$ cat src/rtl/i2c_chunk_seq.sv
module i2c_chunk_seq #(
  parameter int DEPTH = 32,
  parameter int AW = 4
) (
  input  logic          clk,
  input  logic          rst_n,
  input  logic          reg_we,
  input  logic          reg_re,
  input  logic [AW-1:0] reg_addr,
  input  logic [7:0]    reg_wdata,
  output logic [7:0]    reg_rdata,
  output logic          irq,
  output logic          eng_req,
  output logic [1:0]    eng_cmd,
  output logic [7:0]    eng_wdata,
  output logic          eng_nack_out,
  input  logic          eng_ack,
  input  logic          eng_nack,
  input  logic [7:0]    eng_rdata
);
  localparam int PW = $clog2(DEPTH);
  localparam int CW = PW + 1;
  localparam logic [1:0] C_START = 2'd0, C_WR = 2'd1, C_RD = 2'd2, C_STOP = 2'd3;

  typedef enum logic [2:0] {S_IDLE, S_START, S_XFER, S_HOLD, S_STOP} st_t;
  st_t st;

  logic          dir_rd, tx_end, rx_end, cpu_rdy, fifo_mode;
  logic [6:0]    addr7;
  logic [PW-1:0] rem, txlen, rxlen;
  logic [7:0]    sts, mask;
  logic [7:0]    tx_mem [DEPTH];
  logic [7:0]    rx_mem [DEPTH];
  logic [PW-1:0] tx_wp, tx_rp, rx_wp, rx_rp;
  logic [CW-1:0] tx_cnt, rx_cnt;

  wire wr_at   = reg_we;
  wire mrst    = wr_at && reg_addr == AW'(0) && reg_wdata[7];
  wire acked   = eng_req && eng_ack;
  wire done_b  = acked && st == S_XFER;
  wire end_f   = dir_rd ? rx_end : tx_end;
  wire busy    = st != S_IDLE;
  wire tx_push = wr_at && reg_addr == AW'(6) && tx_cnt != CW'(DEPTH);
  wire tx_pop  = done_b && !dir_rd && tx_cnt != '0;
  wire rx_push = done_b && dir_rd && rx_cnt != CW'(DEPTH);
  wire rx_pop  = reg_re && reg_addr == AW'(7) && rx_cnt != '0;
  wire fr_tx   = wr_at && reg_addr == AW'(5) && reg_wdata[0];
  wire fr_rx   = wr_at && reg_addr == AW'(5) && reg_wdata[1];

  assign eng_req      = st == S_START || st == S_XFER || st == S_STOP;
  assign eng_cmd      = st == S_START ? C_START : st == S_STOP ? C_STOP : (dir_rd ? C_RD : C_WR);
  assign eng_wdata    = st == S_START ? {addr7, dir_rd} : tx_mem[tx_rp];
  assign eng_nack_out = st == S_XFER && dir_rd && rem == '0 && rx_end;
  assign irq          = |(sts & mask);

  always_comb begin
    case (reg_addr)
      AW'(0):  reg_rdata = {1'b0, busy, 2'b0, cpu_rdy, 1'b0, tx_end, rx_end};
      AW'(1):  reg_rdata = {1'b0, fifo_mode, 6'b0};
      AW'(2):  reg_rdata = sts;
      AW'(3):  reg_rdata = mask;
      AW'(7):  reg_rdata = rx_mem[rx_rp];
      AW'(8):  reg_rdata = 8'(txlen);
      AW'(9):  reg_rdata = 8'(rxlen);
      AW'(10): reg_rdata = 8'(tx_cnt);
      AW'(11): reg_rdata = 8'(rx_cnt);
      default: reg_rdata = '0;
    endcase
  end

  always_ff @(posedge clk) begin
    if (tx_push) tx_mem[tx_wp] <= reg_wdata;
    if (rx_push) rx_mem[rx_wp] <= eng_rdata;
  end

  always_ff @(posedge clk) begin
    if (!rst_n || mrst || fr_tx) begin
      tx_wp <= '0; tx_rp <= '0; tx_cnt <= '0;
    end else begin
      if (tx_push) tx_wp <= tx_wp + 1'b1;
      if (tx_pop)  tx_rp <= tx_rp + 1'b1;
      tx_cnt <= tx_cnt + CW'(tx_push) - CW'(tx_pop);
    end
    if (!rst_n || mrst || fr_rx) begin
      rx_wp <= '0; rx_rp <= '0; rx_cnt <= '0;
    end else begin
      if (rx_push) rx_wp <= rx_wp + 1'b1;
      if (rx_pop)  rx_rp <= rx_rp + 1'b1;
      rx_cnt <= rx_cnt + CW'(rx_push) - CW'(rx_pop);
    end
  end

  always_ff @(posedge clk) begin
    if (!rst_n || mrst) begin
      st <= S_IDLE; dir_rd <= 1'b0; addr7 <= '0; rem <= '0;
      tx_end <= 1'b0; rx_end <= 1'b0; cpu_rdy <= 1'b0; fifo_mode <= 1'b0;
      sts <= '0; mask <= '0; txlen <= '0; rxlen <= '0;
    end else begin
      if (wr_at) begin
        case (reg_addr)
          AW'(0): begin
            tx_end <= reg_wdata[1];
            rx_end <= reg_wdata[0];
            if (reg_wdata[3]) cpu_rdy <= 1'b1;
          end
          AW'(1): fifo_mode <= reg_wdata[6];
          AW'(2): sts <= sts & ~reg_wdata;
          AW'(3): mask <= reg_wdata;
          AW'(8): txlen <= reg_wdata[PW-1:0];
          AW'(9): rxlen <= reg_wdata[PW-1:0];
          default: ;
        endcase
      end
      case (st)
        S_IDLE:
          if (wr_at && reg_addr == AW'(4) && fifo_mode) begin
            dir_rd  <= reg_wdata[7];
            addr7   <= reg_wdata[6:0];
            cpu_rdy <= 1'b0;
            st      <= S_START;
          end
        S_START:
          if (acked) begin
            if (eng_nack) begin
              sts[0] <= 1'b1;
              st     <= S_STOP;
            end else begin
              rem <= dir_rd ? rxlen : txlen;
              st  <= S_XFER;
            end
          end
        S_XFER:
          if (acked) begin
            if (!dir_rd && eng_nack) begin
              sts[4] <= 1'b1;
              st     <= S_STOP;
            end else if (rem == '0) begin
              sts[3] <= 1'b1;
              if (end_f) begin
                if (dir_rd) rx_end <= 1'b0;
                else        tx_end <= 1'b0;
                st <= S_STOP;
              end else begin
                st <= S_HOLD;
              end
            end else begin
              rem <= rem - 1'b1;
            end
          end
        S_HOLD:
          if (cpu_rdy) begin
            cpu_rdy <= 1'b0;
            rem     <= dir_rd ? rxlen : txlen;
            st      <= S_XFER;
          end
        S_STOP:
          if (acked) st <= S_IDLE;
        default: st <= S_IDLE;
      endcase
    end
  end


  req_hold_chk: assert property (@(posedge clk) disable iff (!rst_n || mrst)
    eng_req && !eng_ack |=> eng_req && $stable(eng_cmd));

  chunk_done_chk: assert property (@(posedge clk) disable iff (!rst_n || mrst)
    done_b && rem == '0 && !(eng_nack && !dir_rd) |=> sts[3]);

  end_stop_chk: assert property (@(posedge clk) disable iff (!rst_n || mrst)
    done_b && rem == '0 && end_f && !(eng_nack && !dir_rd) |=> st == S_STOP && !end_f);

  addr_nack_chk: assert property (@(posedge clk) disable iff (!rst_n || mrst)
    acked && st == S_START && eng_nack |=> st == S_STOP && sts[0]);

  data_nack_chk: assert property (@(posedge clk) disable iff (!rst_n || mrst)
    done_b && !dir_rd && eng_nack |=> st == S_STOP && sts[4]);

  busy_fall_chk: assert property (@(posedge clk) disable iff (!rst_n)
    $fell(busy) |-> $past((acked && eng_cmd == C_STOP) || mrst));

  hold_quiet_chk: assert property (@(posedge clk) disable iff (!rst_n || mrst)
    st == S_HOLD && !cpu_rdy |=> !eng_req || st == S_XFER);
endmodule

$ cat config.mk
export PLATFORM = sky130hd
export DESIGN_NAME = i2c_chunk_seq
export DESIGN_NICKNAME = d
export VERILOG_FILES = /design/src/rtl/i2c_chunk_seq.sv
export SDC_FILE = /design/constraint.sdc
export NUM_CORES = 1
export LEC_CHECK = 0
export ABC_AREA = 1
export BUFFER_PORTS_ARGS = -buffer_cell sky130_fd_sc_hd__buf_2
export CAP_MARGIN = 0
export CORE_ASPECT_RATIO = 1.1
export CORE_UTILIZATION = 55
export CTS_BUF_LIST = sky130_fd_sc_hd__clkbuf_4 sky130_fd_sc_hd__clkbuf_8 sky130_fd_sc_hd__clkbuf_16
export CTS_CLUSTER_DIAMETER = 40
export DETAILED_ROUTE_END_ITERATION = 8
export PLACE_DENSITY = 0.75
export SLEW_MARGIN = 20
export SYNTH_ARGS = -nofsm -noshare
export SYNTH_HDL_FRONTEND = slang
export SYNTH_SLANG_ARGS = --single-unit
$ cat constraint.sdc
create_clock -name clk -period 2.5 [get_ports clk]
set_input_delay 0.25 -clock clk [delete_from_list [all_inputs] [get_ports clk]]
set_output_delay 0.25 -clock clk [all_outputs]
set_load 0.02 [all_outputs]
==> results.md, run 1 <==
Synth:
- The number of synthesized flops with an enable pin is 512.
- Sorting the synthesized cells by area gives the leading types as edfxtp_1 60%, nand2_1 13%, nand3_1 8.6%.
- The sequential fraction of the synthesis area is 0.6673.
- In the synthesized netlist the dominant register cell turns out to be edfxtp_1.
- edfxtp_1 takes more of the synthesized area than any other cell.
- The Yosys step of the flow raised 0 warnings.
- Summing every instance area after synthesis gives 25680 sq um.
- The number of unique standard cell types used by synthesis is 51.
- Synthesis produced a netlist with a net count of 2541.
- The cell count after synthesis is 2484.
- The share of flip-flops with an asynchronous set or reset is 0.
- In this run, synthesis produced a sequential element count of 600.
- The mean instance size in the synthesized netlist is 10.34 sq um.
- The area fraction of the dominant cell type after synthesis is 0.5987.

STA:
- The fmax is 0.3694 GHz.
- The final clock skew is 0.02353 ns.
- The final number of hold-violating endpoints is 0.
- In this run the tightest slew margin relative to its limit is 0.3648.
- Adding up every negative setup slack in the final design gives -1.597 ns.
- The worst setup margin is -0.2074 ns.
- The worst path in the final design needs a cycle of 2.707 ns, including I/O delays and setup.
- Setup violations remaining at the end of the flow were counted as 16.
- The number of pins exceeding their max-slew limit in the final report is 0.
- The tightest hold path in the finished design has a slack of 0.02010 ns.
- Of the available clock period, the critical path in the final layout requires 1.083.
- The transition time at the pin with the least slew margin is 0.9527 ns.
- Setup repair after global routing could not meet its margin everywhere.

Place:
- At the placement stage, the worst setup path has a slack of -0.008739 ns.
- The cell area after placement is 27090 sq um.
- Routability-driven placement finished with a final weighted congestion of 0.9330.
- The number of buffers inserted by port buffering is 46.
- The detailed-placement wirelength estimate is 39980 um.
- The number of placed instances, taps included is 3111.

Status:
- The final reports fail on negative setup slack.
- The run finished, with violations left.

Setup path:
- The required time at the worst-slack endpoint is 2.25 ns.
- Along the worst path, the maximum fanout reaches 8.
- The slowest stage of the critical path is the dfxtp_4 cell.
- The critical path is of the reg -> out type.
- The critical path goes through buf_12 > buf_12 > buf_16 > nand2_1 > nand3_1 > nand3_2 > nand2_2 > nand2_2 > nand3_2 > nand3_2 > nand2_2 > buf_6.
- For the worst setup path, the data arrival time is 2.46 ns.
- The stage delay of the slowest cell on the critical path is 0.44 ns.
- The kind of start point of the critical path is a register.
- Counting both buffers and inverters, the worst setup path holds a total of 4.
- The endpoint kind of the worst setup timing path is an output port.
- Among cell families on the critical path, the largest total delay comes from simple AND/OR/NAND/NOR gates.

Final layout:
- The net count reported at finish is 2703.
- The non-filler instance count after layout is 3290.
- The library cells used most frequently in the layout, excluding fill and tap cells, are 765 x nand2_1, 512 x edfxtp_1, 285 x nand3_1.
- Summing all non-filler instances in the final layout gives an area of 31990 sq um.
- Compared with the post-synthesis result, the final layout area differs by 24.55%.
- Of the cells placed in the final design, the portion with a size suffix greater than 1 is 0.2369.
- The most common cell after layout, fill and taps aside is nand2_1.
- The number of antenna cells inserted is 0.

Job:
- Across the run, the number of max-cap violations was 0.

CTS:
- The cell sitting at the root of the clock tree is a clkbuf_16.
- Buffers inserted during clock tree synthesis total 74.
- Clock-pin slew was measured on the worst setup and hold paths at 0.06 ns.
- The TritonCTS clock tree is yes.
- In this run the number of H-tree levels came out at 3.
- The number of sinks driven by the clock tree is 600.
- The buffer levels on the longest clock path is 3.
- The insertion delay of the later-clocked pin in the worst-skew pair is 0.61 ns.

Route:
- For this block, the initial DRC count from the detailed router was 2484.
- The detailed router placed 19950 vias in this run.
- For this run, design rule violations remaining after detail routing come to 0.
- Wires add up to 74430 um.
- After detailed routing, the number of vias per cell comes to 6.064.
- After detailed routing, the average wire length per cell comes to 22.62 um.
- The first-pass iteration count of the detailed router is 6.
- The antenna violation net count after detailed routing is 0.

Die:
- In this run the horizontal extent of the chip is 208.0 um.
- The number of I/O pins is 47.
- Row generation in the floorplan step produced 82 rows.
- The die covers 47560 sq um.
- The total area inside the core boundary comes to 45860 sq um.
- For this configuration, the core starts out at a cell density of 0.5600.
- Measured along the y axis, the die boundary spans 228.6 um.

Global route:
- The largest net degree at the start of global routing is 65.
- The total overflow reported by the global router is 0.
- The first global-routing pass estimated 108400 um of wire.
- The number of global-route vias before repair came to 19580.
- In the global route stage, overall resource usage came out at 0.2979.
- The initial antenna violation count is 0.

Min path:
- The kind of path behind the tightest hold check is in -> reg.

Power:
- The total power density per cell area is 773.6 nW/um^2.
- The static leakage is 0.01211 uW.
- Across the VDD grid, the largest voltage drop is 0.0006467 V.
-- worst paths after layout --
check                   start      endpoint  slack [ns]  cells past startpoint
setup / recovery     register  eng_wdata[2]       -0.21                     12
hold / removal    reg_addr[2]     fifo_mode        0.02                      4
setup reg to reg    tx_cnt[2]     tx_cnt[4]        0.12                     17
hold reg to reg        rem[4]        rem[4]        0.46                      2
-- cell type report --
type / instances / area (sq um)
multi-input cells: 1648 / 8666
fillers: 2967 / 13870
clock buffers: 87 / 2043
clock inverters: 45 / 514.2
inverters: 116 / 481.7
flip-flops and latches: 600 / 17150
repair inverters: 2 / 25.02
repair buffers: 204 / 2375
well taps: 588 / 735.7
-- registers in the layout, indices dropped and copies added, names as in the netlist, named ones only --
name and cells:
rx_mem 256, rx_wp 5, dir_rd 1, sts 8
cpu_rdy 1, rx_end 1, tx_end 1, addr7 7
mask 8, tx_mem 256, rx_cnt 6, tx_rp 5
rx_rp 5, txlen 5, rem 5, fifo_mode 1
tx_wp 5, st 3, tx_cnt 6, rxlen 5
-- metrics by stage --
step                utilization  power [uW]
CTS                      0.6761       24450
detailed placement       0.5906       13200
global placement         0.5906       13130
global route             0.6975       25410
floorplan                     -       12490
finish                   0.6975       24750
-- power by group --
group          total [uW]  switching [uW]  internal [uW]
Clock               11000            4270           6760
Sequential          11000            59.9          10900
Combinational        2730            1700           1020
-- cell usage after synthesis (2+ instances only) --
cell	n
fa_1	2
nand2_1	861
xor2_1	5
a211oi_1	4
dfxtp_1	88
nor2_4	3
o21ai_0	38
a21o_1	2
nand4_1	6
buf_2	76
o21ai_2	3
a311oi_1	3
o22ai_1	7
o2bb2ai_1	2
nor3_4	2
clkbuf_1	28
buf_4	2
o221ai_1	3
or2_2	4
a21oi_1	59
nor3_1	18
nand2_2	4
inv_1	104
nor2_2	8
o211ai_1	2
edfxtp_1	512
nand3b_1	2
buf_1	13
inv_2	10
o31ai_1	2
a31oi_1	3
nand3_2	2
nand3_1	441
ha_1	29
xnor2_1	3
nor2_1	118
-- per-layer routing --
| metal | vias to the layer above | global-route usage | share of wire |
|---|---|---|---|
| li1 | 8851 | - | - |
| met4 | 0 | 0.1789 | 0.069 |
| met2 | 1322 | 0.5158 | 0.49 |
| met1 | 9449 | 0.3474 | 0.34 |
| met5 | - | 0 | 0 |
| met3 | 327 | 0.05098 | 0.094 |
-- cell families after synthesis --
kind of cell,Yosys count,share of synthesized area
DFF,600,0.6673
AOI/OAI and AO/OA,133,0.03021
xor gates and xnor gates,8,0.002728
adders and majority gates,31,0.01569
and+or+nand+nor,1476,0.2452
buffers and inverters,236,0.03888
-- worst reg2reg max path, delay by kind of cell (launching register included) --
kind	cells	cell delay, ns
adders and majority gates	3	0.74
AOI/OAI and AO/OA	2	0.19
and+or+nand+nor	9	0.73
DFF	1	0.32
buffers and inverters	3	0.24
-- timing repair --
action | CTS | global route
setup buffers | 15 | 1
cloned | 21 | 9
endpoints found under the hold margin | 2 | 0
pin swaps | 31 | 89
endpoints found under the setup margin | 17 | 18
hold buffers | 2 | 0
gates resized for setup | 150 | 193
Power figures use the tool's default switching activity.
==> run 2, diff against run 1 <==
--- a/config.mk
+++ b/config.mk
@@ -8,12 +8,14 @@
 export ABC_AREA = 1
 export BUFFER_PORTS_ARGS = -buffer_cell sky130_fd_sc_hd__buf_2
 export CAP_MARGIN = 0
+export CELL_PAD_IN_SITES_DETAIL_PLACEMENT = 0
+export CELL_PAD_IN_SITES_GLOBAL_PLACEMENT = 1
 export CORE_ASPECT_RATIO = 1.1
-export CORE_UTILIZATION = 55
+export CORE_UTILIZATION = 45
 export CTS_BUF_LIST = sky130_fd_sc_hd__clkbuf_4 sky130_fd_sc_hd__clkbuf_8 sky130_fd_sc_hd__clkbuf_16
 export CTS_CLUSTER_DIAMETER = 40
 export DETAILED_ROUTE_END_ITERATION = 8
-export PLACE_DENSITY = 0.75
+export PLACE_DENSITY = 0.76
 export SLEW_MARGIN = 20
 export SYNTH_ARGS = -nofsm -noshare
 export SYNTH_HDL_FRONTEND = slang
==> run 2 against run 1 <==
Effect of this change:
- the flow still finishes with violations (negative setup slack)
- design area grew 1.7%
- cell count increased by 5.5%
- fmax rose by 5.6%
- via count is 6.0% lower
- register-to-register slack improved by 0.07 ns
- clock skew grew 0.0067 ns
- combinational power decreased by 6%
- critical endpoint is now reg_rdata[0]
==> results.md, run 2 (synthesis results as in run 1) <==
Status:
- The run finished, with violations left.
- The final reports fail on negative setup slack.

Setup path:
- The required time at the worst-slack endpoint is 2.25 ns.
- The critical path in this run is classified as reg -> out.
- The worst register-to-register path begins at tx_cnt[2].
- The capture point of the worst path is reg_rdata[0].
- The endpoint kind of the worst setup timing path is an output port.
- Counting cells, the worst reg-to-reg path comes to 17.
- In this run the worst path has a maximum fanout of 7.
- The minimum setup slack among reg-to-reg paths is 0.19 ns.
- STA classifies the critical path startpoint as a register.
- Data arrives at the worst endpoint at 2.31 ns.
- The endpoint identified for the worst register-to-register timing path is tx_cnt[4].

STA:
- The setup TNS is -0.5529 ns.
- For the pin with the worst max-slew slack, the measured transition is 1.093 ns.
- The share of the clock period used by the worst path after layout is 1.026.
- The number of pins exceeding their max-slew limit in the final report is 0.
- Counting I/O delays and the setup requirement, the final critical path takes 2.564 ns.
- Setup repair after global routing could not meet its margin everywhere.
- Once routing completed, OpenROAD measured the worst setup slack at -0.06408 ns.
- The number of failing setup endpoints in the final timing report is 14.
- Clock skew on the completed layout was measured at 0.03018 ns.
- The final number of hold-violating endpoints is 0.
- The relative max-transition margin is 0.2713.
- The fmax is 0.3900 GHz.

Route:
- The routed length on met2 is 37230 um.
- The length of routed wiring on met1 is 29050 um.
- In the routed design, unresolved DRC markers number 0.
- The detail route stage leaves a number of antenna-violating nets equal to 0.
- Detailed routing placed a total of 4082 um of wire on met3.
- The post-detailed-routing wire length is 72640 um.
- Dividing the detail-routed via count by the number of cells gives 5.407.
- After detailed routing, the average wire length per cell comes to 20.93 um.
- The detailed router's first-iteration violation count is 1598.
- The first-pass iteration count of the detailed router is 7.
- The via count is 18760.
- The highest metal layer used by the detailed router is met4.

Final layout:
- Leaving out fill and tap cells, the most frequent cells in the layout are 764 x nand2_1, 512 x edfxtp_1, 291 x nand3_1.
- Counting the fill cells in the layout gives 4612.
- The number of antenna diodes in the final layout is 0.
- In the final layout, the multi-input gates occupy 8736 sq um.
- The sequential cell area is 17150 sq um.
- The largest registers in the layout are rx_mem: 256 flops, tx_mem: 256 flops.
- Summing all non-filler instances in the final layout gives an area of 32530 sq um.
- The finished layout holds 3470 standard cells, fillers aside.
- Leaving out fill and tap cells, the most frequent cell in the layout is nand2_1.
- The layout cell share with drive strength beyond 1 is 0.2414.
- The signed area change from the synthesized netlist to the final layout is 26.67%.
- The net count reported at finish is 2718.

Power:
- Of the total power, the share spent switching nets is 0.2475.
- The static leakage is 0.01223 uW.
- Of the total power, the clock network draws 0.462.
- The total power density per cell area is 775.2 nW/um^2.
- The largest voltage drop on the vdd net is 0.0007226 V.
- The power share of the combinational group is 0.102.
- The internal power consumption is 18980 uW.
- The power share of the sequential group is 0.436.
- For this design the total switching power over the nets is 6241 uW.

Global route:
- The initial antenna violation count is 0.
- The first global-routing pass estimated 106500 um of wire.
- The number of global-route vias before repair came to 18270.
- The total overflow reported by the global router is 0.
- Entering global routing, the biggest net connects 65 pins.
- For this run, the total global-route usage over all layers was measured as 0.2414.

Die:
- The number of I/O pins is 47.
- The floorplan has 91 rows.
- The area enclosed by the die boundary is 58030 sq um.
- The width of the die is 229.8 um.
- The core footprint is 56250 sq um.
- The initial utilization of the core area, before any placement, comes to 0.4566.
- The floorplan step set the die height to 252.6 um.

Place:
- At the end of routability-driven placement, the weighted congestion stood at 0.8715.
- Summing all placed instances gives a cell area of 27350 sq um.
- Buffers placed on the I/O ports in this run total 46.
- Once detailed placement completed, the half-perimeter wirelength came to 41440 um.
- The number of placed instances, taps included is 3274.

CTS:
- In this run the number of H-tree levels came out at 3.
- No sink is reached through more buffers than the 3 on the longest clock path.
- CTS saw 600 sinks.
- TritonCTS built the clock tree.
- The number of buffers added by the clock tree synthesis step is 80.
- The clock root buffer is clkbuf_16.
- After clock tree synthesis, the clock-pin slew on the worst setup and hold paths is 0.06 ns.
- At the later pin of the worst-skew pair, clock insertion delay measures 0.62 ns.

Min path:
- The worst hold path begins at reg_wdata[3].
- The worst hold path belongs to the class in -> reg.

Job:
- The tool flagged a number of max-cap violations equal to 0.
[run 2: cell count changes in the layout (fill, tap and decap cells not counted), moves of 6 or more]
cell and delta:
nand3_4 +6, clkinv_4 +8, nand3_1 +6, nand2_2 -8, nand3_2 -12, nand2_4 +9, clkbuf_16 +7
[run 2: cell type report]
type | instances | share of cell area
flip-flops and latches | 600 | 0.5271
multi-input cells | 1648 | 0.2685
repair buffers | 215 | 0.07661
clock buffers | 92 | 0.06538
well taps | 744 | 0.02861
clock inverters | 55 | 0.01938
inverters | 116 | 0.01435
[run 2: power by group through the flow]
stage	clock (uW)	combinational [uW]	sequential [uW]
3_3_place_gp	0	1970	11200
5_1_grt	12200	2800	11000
4_1_cts	11800	2380	11000
3_5_place_dp	0	2000	11200
6_report	11700	2570	11000
2_1_floorplan	0	1310	11200
[run 2: critical path, cell delays in order, from the launching register on]
cell	delay, ns
dfxtp_4	0.40
clkinv_8	0.07
buf_12	0.14
buf_12	0.13
buf_16	0.14
nand2_4	0.05
nand3_2	0.06
nand2_2	0.09
nand2_4	0.06
nand3_4	0.12
nand3_2	0.09
nand3_2	0.12
nand2_2	0.07
buf_6	0.16
[run 2: worst min-delay path by stage]
stage | to | slack [ns] | cells past startpoint
after floorplan | rx_mem[0][0] | 0.35 | 0
after global placement | sts[5] | 0.45 | 2
after detailed placement | txlen[4] | 0.45 | 2
after CTS | tx_mem[12][3] | 0.03 | 1
after global routing | tx_mem[12][3] | 0.03 | 1
final | tx_mem[12][3] | 0.06 | 1
[run 2: per-stage QoR]
step / worst slack [ns] / utilization / power, uW / hold slack (ns)
floorplan: 0.1440 / - / 12490 / 0.3489
global placement: 0.01667 / 0.4862 / 13180 / 0.4487
detailed placement: -0.03535 / 0.4862 / 13210 / 0.4549
CTS: -0.09737 / 0.5648 / 25140 / 0.02783
global route: -0.1673 / 0.5784 / 26010 / 0.03172
finish: -0.06408 / 0.5784 / 25220 / 0.05673
[run 2: repair_timing]
item	in CTS	in global routing
pin swaps	87	69
resized for setup	242	126
setup buffers	18	1
hold endpoints to repair	5	0
hold buffers	5	0
endpoints found under the setup margin	17	19
cloned	16	12
[run 2: per-layer routing]
metal  vias up  track usage
met5         -            0
met2       584       0.4279
met1      9140       0.2964
li1       8908            -
met3       129      0.03644
met4         0      0.09234
